## src/rtl/fzacc_pkg.sv

```systemverilog
package fzacc_pkg;
  localparam int DEF_TRUTH_W = 8;
  localparam int DEF_N_SUB   = 4;
  localparam int DEF_MF_BITS = 3;
  localparam int DEF_RULES   = 256;
endpackage

```

## src/rtl/fzacc_min_tree.sv

```systemverilog
module fzacc_min_tree #(
  parameter int N_SUB   = 4,
  parameter int TRUTH_W = 8
) (
  input  logic [N_SUB*TRUTH_W-1:0] truths,
  output logic [TRUTH_W-1:0]       strength
);
  logic [TRUTH_W-1:0] chain [N_SUB];

  assign chain[0] = truths[TRUTH_W-1:0];
  for (genvar k = 1; k < N_SUB; k++) begin : g_stage
    logic [TRUTH_W-1:0] cand;
    assign cand     = truths[k*TRUTH_W +: TRUTH_W];
    assign chain[k] = (cand < chain[k-1]) ? cand : chain[k-1];
  end
  assign strength = chain[N_SUB-1];
endmodule

```

## src/rtl/fzacc_frame_ctr.sv

```systemverilog
module fzacc_frame_ctr #(
  parameter int RULES = 256,
  localparam int IDX_W = (RULES > 1) ? $clog2(RULES) : 1
) (
  input  logic             clk,
  input  logic             rst_n,
  input  logic             step,
  output logic [IDX_W-1:0] idx,
  output logic             last
);
  localparam logic [IDX_W-1:0] LAST_IDX = IDX_W'(RULES - 1);

  assign last = (idx == LAST_IDX);

  always_ff @(posedge clk or negedge rst_n) begin
    if (!rst_n)    idx <= '0;
    else if (step) idx <= last ? '0 : idx + 1'b1;
  end
endmodule

```

## src/rtl/fzacc_bank.sv

```systemverilog
module fzacc_bank #(
  parameter int N_MF    = 8,
  parameter int TRUTH_W = 8,
  localparam int SEL_W  = (N_MF > 1) ? $clog2(N_MF) : 1
) (
  input  logic                      clk,
  input  logic                      rst_n,
  input  logic                      upd_en,
  input  logic [SEL_W-1:0]          sel,
  input  logic [TRUTH_W-1:0]        strength,
  input  logic                      flush,
  output logic [N_MF*TRUTH_W-1:0]   hold_bank
);
  logic [TRUTH_W-1:0] work_q [N_MF];
  logic [TRUTH_W-1:0] nxt    [N_MF];
  logic [TRUTH_W-1:0] readback;
  logic               win;

  // read-back multiplexer feeding the max comparator
  assign readback = work_q[sel];
  assign win      = upd_en && (strength > readback);

  for (genvar j = 0; j < N_MF; j++) begin : g_entry
    assign nxt[j] = (win && (sel == SEL_W'(j))) ? strength : work_q[j];

    always_ff @(posedge clk or negedge rst_n) begin
      if (!rst_n) begin
        work_q[j]                          <= '0;
        hold_bank[j*TRUTH_W +: TRUTH_W]    <= '0;
      end else if (flush) begin
        work_q[j]                          <= '0;
        hold_bank[j*TRUTH_W +: TRUTH_W]    <= nxt[j];
      end else begin
        work_q[j]                          <= nxt[j];
      end
    end
  end
endmodule

```

## src/rtl/fzacc_rule_accum.sv

```systemverilog
module fzacc_rule_accum
  import fzacc_pkg::*;
#(
  parameter int TRUTH_W = DEF_TRUTH_W,
  parameter int N_SUB   = DEF_N_SUB,
  parameter int MF_BITS = DEF_MF_BITS,
  parameter int RULES   = DEF_RULES,
  localparam int N_MF   = 1 << MF_BITS,
  localparam int IDX_W  = (RULES > 1) ? $clog2(RULES) : 1
) (
  input  logic                     clk,
  input  logic                     rst_n,
  input  logic                     rule_valid,
  output logic                     rule_ready,
  input  logic [N_SUB*TRUTH_W-1:0] rule_truths,
  input  logic [MF_BITS-1:0]       rule_mf,
  output logic [IDX_W-1:0]         rule_index,
  output logic                     frame_done,
  output logic [N_MF*TRUTH_W-1:0]  frame_strength
);
  logic               ready_q;
  logic               accept;
  logic               last_rule;
  logic [TRUTH_W-1:0] fire;

  assign rule_ready = ready_q;
  assign accept     = rule_valid && ready_q;

  always_ff @(posedge clk or negedge rst_n) begin
    if (!rst_n) begin
      ready_q    <= 1'b0;
      frame_done <= 1'b0;
    end else begin
      ready_q    <= 1'b1;
      frame_done <= accept && last_rule;
    end
  end

  fzacc_min_tree #(.N_SUB(N_SUB), .TRUTH_W(TRUTH_W)) u_min (
    .truths   (rule_truths),
    .strength (fire)
  );

  fzacc_frame_ctr #(.RULES(RULES)) u_ctr (
    .clk   (clk),
    .rst_n (rst_n),
    .step  (accept),
    .idx   (rule_index),
    .last  (last_rule)
  );

  fzacc_bank #(.N_MF(N_MF), .TRUTH_W(TRUTH_W)) u_bank (
    .clk       (clk),
    .rst_n     (rst_n),
    .upd_en    (accept),
    .sel       (rule_mf),
    .strength  (fire),
    .flush     (accept && last_rule),
    .hold_bank (frame_strength)
  );
endmodule

```

## config.mk

```make
export PLATFORM = sky130hd
export DESIGN_NAME = fzacc_rule_accum
export DESIGN_NICKNAME = d
export VERILOG_FILES = /design/src/rtl/fzacc_pkg.sv /design/src/rtl/fzacc_min_tree.sv /design/src/rtl/fzacc_frame_ctr.sv /design/src/rtl/fzacc_bank.sv /design/src/rtl/fzacc_rule_accum.sv
export SDC_FILE = /design/constraint.sdc
export NUM_CORES = 1
export LEC_CHECK = 0
export ABC_CLOCK_PERIOD_IN_PS = 3600
export BUFFER_PORTS_ARGS = -buffer_cell sky130_fd_sc_hd__buf_2
export CAP_MARGIN = 30
export CORE_UTILIZATION = 35
export CTS_CLUSTER_SIZE = 12
export DETAILED_ROUTE_END_ITERATION = 8
export PLACE_DENSITY = 0.57
export SLEW_MARGIN = 20
export SYNTH_ARGS = -nofsm -noshare
export SYNTH_HDL_FRONTEND = slang
export SYNTH_HIERARCHICAL = 1
export SYNTH_SLANG_ARGS = --single-unit
```

## constraint.sdc

```tcl
create_clock -name clk -period 3.6 [get_ports clk]
set_input_delay 0.54 -clock clk [delete_from_list [all_inputs] [get_ports clk]]
set_output_delay 0.54 -clock clk [all_outputs]
set_load 0.02 [all_outputs]
```

==> results of run 1 <==
[registers in the layout, indices dropped and copies added (netlist names)]
register and flops:
frame_done 1, rule_ready 1, u_bank/hold_bank 64, u_bank/work_q 64, u_ctr/idx 8
[worst max-delay path: stages]
cell and delay [ns]:
sky130_fd_sc_hd__buf_6 0.10, sky130_fd_sc_hd__ha_4 0.23, sky130_fd_sc_hd__and3_4 0.16, sky130_fd_sc_hd__a221o_1 0.35, sky130_fd_sc_hd__a41oi_4 0.24, sky130_fd_sc_hd__buf_6 0.16, sky130_fd_sc_hd__nor2_2 0.04, sky130_fd_sc_hd__a21oi_2 0.13
sky130_fd_sc_hd__ha_1 0.27, sky130_fd_sc_hd__a211o_1 0.31, sky130_fd_sc_hd__a21oi_4 0.20, sky130_fd_sc_hd__nand3_4 0.18, sky130_fd_sc_hd__mux2i_2 0.24, sky130_fd_sc_hd__inv_1 0.09, sky130_fd_sc_hd__ha_4 0.22, sky130_fd_sc_hd__a21o_1 0.16
sky130_fd_sc_hd__a21oi_2 0.13, sky130_fd_sc_hd__o21ai_1 0.10, sky130_fd_sc_hd__nor3_2 0.24, sky130_fd_sc_hd__o2bb2ai_4 0.16, sky130_fd_sc_hd__buf_12 0.14, sky130_fd_sc_hd__mux2_4 0.31, sky130_fd_sc_hd__ha_4 0.27, sky130_fd_sc_hd__nand4_1 0.17
sky130_fd_sc_hd__or3_4 0.44, sky130_fd_sc_hd__and3_4 0.31, sky130_fd_sc_hd__o211ai_2 0.26, sky130_fd_sc_hd__a31oi_1 0.14
[synthesized netlist by cell type (2+ instances only)]
cell type / n
sky130_fd_sc_hd__o21ai_2: 2
sky130_fd_sc_hd__a211o_1: 2
sky130_fd_sc_hd__nor2_1: 78
sky130_fd_sc_hd__a31oi_1: 66
sky130_fd_sc_hd__or3_1: 2
sky130_fd_sc_hd__buf_1: 4
sky130_fd_sc_hd__o21ai_0: 2
sky130_fd_sc_hd__o2111ai_1: 6
sky130_fd_sc_hd__clkbuf_1: 25
sky130_fd_sc_hd__nor2b_1: 6
sky130_fd_sc_hd__buf_2: 21
sky130_fd_sc_hd__o211ai_1: 9
sky130_fd_sc_hd__nand2_1: 17
sky130_fd_sc_hd__xnor2_1: 4
sky130_fd_sc_hd__mux2_2: 3
sky130_fd_sc_hd__o211a_1: 2
sky130_fd_sc_hd__dfrtp_1: 138
sky130_fd_sc_hd__o211ai_2: 60
sky130_fd_sc_hd__ha_1: 29
sky130_fd_sc_hd__a21o_1: 4
sky130_fd_sc_hd__o21a_1: 2
sky130_fd_sc_hd__mux4_2: 16
sky130_fd_sc_hd__mux2i_1: 17
sky130_fd_sc_hd__nand3_1: 68
sky130_fd_sc_hd__nand4_1: 12
sky130_fd_sc_hd__mux2_1: 7
sky130_fd_sc_hd__nor3_1: 2
sky130_fd_sc_hd__and2_1: 4
sky130_fd_sc_hd__a21oi_1: 79
sky130_fd_sc_hd__a32oi_1: 2
sky130_fd_sc_hd__buf_6: 9
sky130_fd_sc_hd__and3_1: 5
sky130_fd_sc_hd__and4_1: 2
sky130_fd_sc_hd__inv_1: 25
[routing by layer]
layer,vias up,track usage (%),wire length (um)
met5,-,0,0
met1,3586,30.7,11300
li1,3311,-,-
met4,0,8.10,651
met3,51,5.45,1450
met2,252,37.6,13000
[area by class of cell]
type | instances | area, um2 | share of cell area [%]
Sequential cell | 138 | 3450 | 28.9
Clock buffer | 22 | 484 | 4.05
Timing Repair Buffer | 263 | 2020 | 16.9
Clock inverter | 10 | 186 | 1.56
Tap cell | 280 | 350 | 2.93
Antenna cell | 1 | 2.50 | 0.0209
Inverter | 25 | 109 | 0.910
Multi-Input combinational cell | 530 | 5360 | 44.8
[through the flow]
stage | instances | total power, mW | area [um2]
2_1_floorplan | 747 | 3.51 | 8010
3_3_place_gp | 1203 | 4.37 | 9610
3_5_place_dp | 1203 | 4.40 | 9610
4_1_cts | 1256 | 6.87 | 11100
5_1_grt | 1269 | 7.57 | 12000
6_report | 1269 | 7.25 | 12000
[worst paths after layout]
kind | from | end | slack, ns | cells after the start
setup reg to reg | u_bank/work_q[0]$_DFF_PN0_ | u_bank/hold_bank[36]$_DFFE_PN0P_ | 0.60 | 8
hold / removal | rst_n | u_bank/hold_bank[11]$_DFFE_PN0P_ | 0.13 | 1
max in group asynchronous | rst_n | u_bank/hold_bank[24]$_DFFE_PN0P_ | 2.64 | 2
hold reg to reg | u_ctr/idx[6]$_DFFE_PN0P_ | u_ctr/idx[6]$_DFFE_PN0P_ | 0.52 | 1
setup / recovery | rule_truths[14] | u_bank/hold_bank[36]$_DFFE_PN0P_ | -2.44 | 28
min in group clk | u_ctr/idx[6]$_DFFE_PN0P_ | u_ctr/idx[6]$_DFFE_PN0P_ | 0.52 | 1
[kinds of logic (layout without fill, tap and decap cells)]
kind of cell             Yosys count  count (layout)  synth area share [%]
XOR/XNOR                           5               5                 0.561
other                              1               2                0.0480
adder cells (fa/ha/maj)           29              29                  4.64
buffers and inverters             84             320                  5.24
flip-flops                       138             138                  44.2
AND/OR/NAND/NOR                  201             206                  12.2
AO/OA/AOI/OAI                    245             245                  24.7
multiplexers                      44              44                  8.42
[power groups by stage]
stage	clock network (mW)	logic (mW)	registers, mW
2_1_floorplan	0	1.38	2.13
3_3_place_gp	0	2.14	2.23
3_5_place_dp	0	2.16	2.24
4_1_cts	2.01	2.59	2.27
5_1_grt	2.08	3.11	2.37
6_report	1.99	2.91	2.35
[what timing repair did]
item,4_1_cts,5_1_grt
endpoints found under the hold margin,0,0
gates resized for setup,132,127
pin swaps,128,86
gates cloned,8,2
setup endpoints to repair,128,128
hold buffers,0,0
buffers inserted,13,11
==> impl_metrics.tcl, run 1 <==
set metrics [dict create \
    worst_pin_slew_ns 0.786 \
    drt_drc 0 \
    ys_dominant_reg_cell "sky130_fd_sc_hd__dfrtp_1" \
    synth-warning-count 6 \
    gpl.final_weighted_congestion 0.841 \
    ys_top_cells_by_area "sky130_fd_sc_hd__dfrtp_1, sky130_fd_sc_hd__o211ai_2, sky130_fd_sc_hd__a31oi_1, sky130_fd_sc_hd__a21oi_1, sky130_fd_sc_hd__ha_1" \
    dieHeight_um 151 \
    initial_core_util_pct 35.8 \
    clk_path_buf_depth 2 \
    worst_slew_margin_rel_pct 47.6 \
    max_cap_violations 0 \
    detail_route.wirelength_um 26300 \
    detailedRoute.firstIterationViolations 446 \
    power.switching_mw 2.61 \
    cellLeakagePower_nw 5.34 \
    fillers 1875 \
    tritoncts "built" \
    area_grow_syn2layout_pct 53.1 \
    report.final.hold_viol_count 0 \
    min_path_type "input pin to asynchronous set/reset pin" \
    post_layout_nets 1042 \
    final_util_pct 54.8 \
    intPower_mw 4.63 \
    synth_area_mm2 0.00781 \
    synth_fp_nets 814 \
    syn-instance-count 747 \
    grt_first_pass_wirelength_um 40000 \
    clock_latency_ns 0.43 \
    most-common-layout-cells "sky130_fd_sc_hd__dfrtp_1, sky130_fd_sc_hd__buf_4, sky130_fd_sc_hd__buf_2" \
    dp_hpwl_um 16800 \
    finalMaxSlewViolations 0 \
    critical_path_peak_fanout 16 \
    setup_viol_count_final 128 \
    critical_path_arrival_ns 6.33 \
    top_level_ports 112 \
    grt_antenna_before_repair 1 \
    timing.critical_path.required_ns 3.89 \
    synth_area_per_cell_um2 10.5 \
    clock_power_share_pct 27.4 \
    post_route_cells_drive_above_1_share_pct 57.4 \
    clkSlewWorstSetupHoldPaths_ns 0.06 \
    startpoint_type "input pin" \
    register_bit_count_reported_by_yosys 138 \
    die_ar_mm2 0.0229 \
    post_route_minimum_period_ns 6.04 \
    totalNegativeSetupSlack_ns -300.28 \
    async_flop_share_pct 100 \
    track_usage_pct 23.4 \
    pin_count_of_the_biggest_net_entering_global_routing 83 \
    postLayoutSetupSlackWorst_ns -2.44 \
    place.port_buffers 111 \
    synth-edff-count 0 \
    ir_worst_vdd_mv 0.363 \
    detail_route.first_pass.iterations 5 \
    clock-skew-final_ns 0.0153 \
    power.density_mw_per_mm2 606 \
    cts-buffers-inserted 17 \
    final.hold.worst_slack_ns 0.128 \
    combPwrFrac_pct 40.2 \
    share_seq_of_total_power_pct 32.5 \
    layout_commonest_cell "sky130_fd_sc_hd__dfrtp_1" \
    grt_setup_unrepaired "true" \
    preCtsSetupSlack_ns -3.00 \
    globalRouteOverflowTotal 0 \
    grt_pass1_vias 7180 \
    num_vias 7200 \
    fp.dieW_um 151 \
    core_area_mm2 0.0218 \
    clock_sink_count 138 \
    yosysTopAreaCell "sky130_fd_sc_hd__dfrtp_1" \
    yosysTopAreaCellShare_pct 44.2 \
    max_freq_mhz 165 \
    status "finished, violations left" \
    cell_row_count 54 \
    yosysSeqAreaShare_pct 44.2 \
    ws_path_type "input pin to flop" \
    cts_root_buf "sky130_fd_sc_hd__clkbuf_16" \
    htreeDepth 4 \
    wl_per_cell_um 20.8 \
    synth.lib_cells_used.distinct 51 \
    failed_checks "setup timing" \
    vias_per_cell 5.67 \
    timing.final.crit_share_pct 168 \
    detail-route-antenna-nets 0 \
    swShare_pct 36.1 \
    timing.critical_path.to_type "flop" \
]
No activity file was read; power rests on OpenSTA's default activity.
==> inputs of run 2 (changes only) <==
- ABC_CLOCK_PERIOD_IN_PS: 3600 -> 6800
- clock period: 3.6 -> 6.8 ns (I/O delays scaled with it)
==> impl_metrics.tcl, run 2 (synthesized netlist as in run 1, its figures left out) <==
set metrics [dict create \
    cell_family_with_most_cp_delay "compound AO/OA/AOI/OAI gates" \
    tritoncts "built" \
    die_ar_mm2 0.0229 \
    preCtsSetupSlack_ns -0.342 \
    startpoint_type "input pin" \
    max_freq_mhz 153 \
    cts_root_buf "sky130_fd_sc_hd__clkbuf_16" \
    wl_per_cell_um 19.7 \
    ws_path_type "input pin to flop" \
    worst_slew_margin_rel_pct 42.6 \
    clock-skew-final_ns 0.0159 \
    track_usage_pct 20.9 \
    reg_to_reg_critical_path_endpoint "u_bank/hold_bank[13]$_DFFE_PN0P_" \
    ir_worst_vdd_mv 0.176 \
    most-common-layout-cells "sky130_fd_sc_hd__dfrtp_1, sky130_fd_sc_hd__buf_2, sky130_fd_sc_hd__nor2_1" \
    fillers 2059 \
    core_area_mm2 0.0218 \
    dieHeight_um 151 \
    fp.dieW_um 151 \
    cell_row_count 54 \
    post_route_minimum_period_ns 6.55 \
    cpMostUsedCell "sky130_fd_sc_hd__ha_1" \
    place.port_buffers 111 \
    grt_setup_unrepaired "true" \
    worst_path_max_delay_cell "sky130_fd_sc_hd__or3_4" \
    detailedRoute.firstIterationViolations 518 \
    htreeDepth 4 \
    post_layout_nets 977 \
    timing.critical_path.required_ns 7.14 \
    grt_antenna_before_repair 2 \
    worst_pin_slew_ns 0.860 \
    vias_per_cell 5.54 \
    max_cap_violations 0 \
    pin_count_of_the_biggest_net_entering_global_routing 110 \
    final_util_pct 46.2 \
    initial_core_util_pct 35.8 \
    critical_path_peak_fanout 8 \
    reg2reg_from "u_ctr/idx[3]$_DFFE_PN0P_" \
    gpl.final_weighted_congestion 0.871 \
    timing.critical_path.depth 31 \
    power.density_mw_per_mm2 324 \
    clk_path_buf_depth 2 \
    holdPathEnd "u_ctr/idx[6]$_DFFE_PN0P_" \
    detail_route.wirelength_um 23800 \
    timing.critical_path.buf_inv 6 \
    cellLeakagePower_nw 4.80 \
    drt_drc 0 \
    timing.critical_path.to_type "flop" \
    timing.final.crit_share_pct 96.3 \
    detail-route-antenna-nets 0 \
    grt_pass1_vias 6118 \
    clock_latency_ns 0.42 \
    area_grow_syn2layout_pct 29.2 \
    top_level_ports 112 \
    num_vias 6672 \
    r2r_cells 8 \
    critPathLaunch "rule_truths[14]" \
    status "completed" \
    cts-buffers-inserted 17 \
    crit_path_max_incr_delay_ns 0.38 \
    finalMaxSlewViolations 0 \
    layout_commonest_cell "sky130_fd_sc_hd__dfrtp_1" \
    biggestRegsByFlops "u_bank/hold_bank (64), u_bank/work_q (64), u_ctr/idx (8)" \
    clock_sink_count 138 \
    critical_path_arrival_ns 6.89 \
    globalRouteOverflowTotal 0 \
    dp_hpwl_um 16200 \
    post_route_cells_drive_above_1_share_pct 38.4 \
    setup_viol_count_final 0 \
    min_path_type "flop to flop" \
    regToRegSetupSlack_ns 3.97 \
    hold-path-cell-count 1 \
    grt_first_pass_wirelength_um 35600 \
    report.final.hold_viol_count 0 \
    detail_route.first_pass.iterations 5 \
    hp-start "u_ctr/idx[6]$_DFFE_PN0P_" \
    clkSlewWorstSetupHoldPaths_ns 0.06 \
    postLayoutSetupSlackWorst_ns 0.254 \
]
-- run 2: worst register-to-register path, cell delays in order (launching register included) --
cell and delay, ns:
sky130_fd_sc_hd__dfrtp_1 0.43, sky130_fd_sc_hd__and4_4 0.28, sky130_fd_sc_hd__nand2_2 0.06, sky130_fd_sc_hd__nor2_1 0.12, sky130_fd_sc_hd__and3_4 0.74, sky130_fd_sc_hd__buf_4 0.47, sky130_fd_sc_hd__buf_16 0.33, sky130_fd_sc_hd__nor2_1 0.15
sky130_fd_sc_hd__a31oi_1 0.15
-- run 2: what timing repair did --
action | CTS | global route
hold buffers | 0 | 0
buffers inserted | 0 | 6
gates resized for setup | 0 | 25
setup endpoints to repair | 0 | 128
-- run 2: power by group --
group | leakage [nW] | internal [mW] | total [mW] | switching, mW
combinational | 2.67 | 0.495 | 1.11 | 0.614
sequential | 1.84 | 1.02 | 1.20 | 0.183
clock | 0.287 | 0.598 | 0.960 | 0.362
-- run 2: how the worst max path moves through the flow --
stage	end	slack (ns)
6_report	u_bank/hold_bank[31]$_DFFE_PN0P_	0.25
5_1_grt	u_bank/hold_bank[30]$_DFFE_PN0P_	-0.09
4_1_cts	u_bank/hold_bank[39]$_DFFE_PN0P_	0.06
3_5_place_dp	u_bank/hold_bank[39]$_DFFE_PN0P_	-0.34
3_3_place_gp	u_bank/hold_bank[35]$_DFFE_PN0P_	-0.24
2_1_floorplan	u_bank/hold_bank[55]$_DFFE_PN0P_	0.003
-- run 2: per-stage QoR --
stage	hold slack [ns]	std cells	power (mW)	instance area, um2	setup TNS, ns
4_1_cts	0.530	1193	3.23	9850	0
5_1_grt	0.551	1202	3.44	10100	-1.95
6_report	0.523	1204	3.27	10100	0
3_3_place_gp	0.514	1160	2.24	9220	-24.07
3_5_place_dp	0.521	1162	2.26	9250	-34.61
2_1_floorplan	0.529	747	1.83	7910	0
-- run 2: layer usage --
metal	routed length (um)	vias to the layer above	GRT usage (%)
met5	0	-	0
met4	378	0	5.15
met3	1510	26	5.06
met2	10700	207	30.8
met1	11100	3272	30.4
li1	-	3167	-
-- run 2: cell type report --
type	instances	area (um2)	share of cell area, %
Multi-Input combinational cell	526	4160	41.2
Sequential cell	138	3450	34.2
Timing Repair Buffer	202	1430	14.1
Clock buffer	22	464	4.60
Tap cell	280	350	3.47
Clock inverter	9	140	1.39
Inverter	25	93.8	0.930
Antenna cell	2	5.00	0.0496
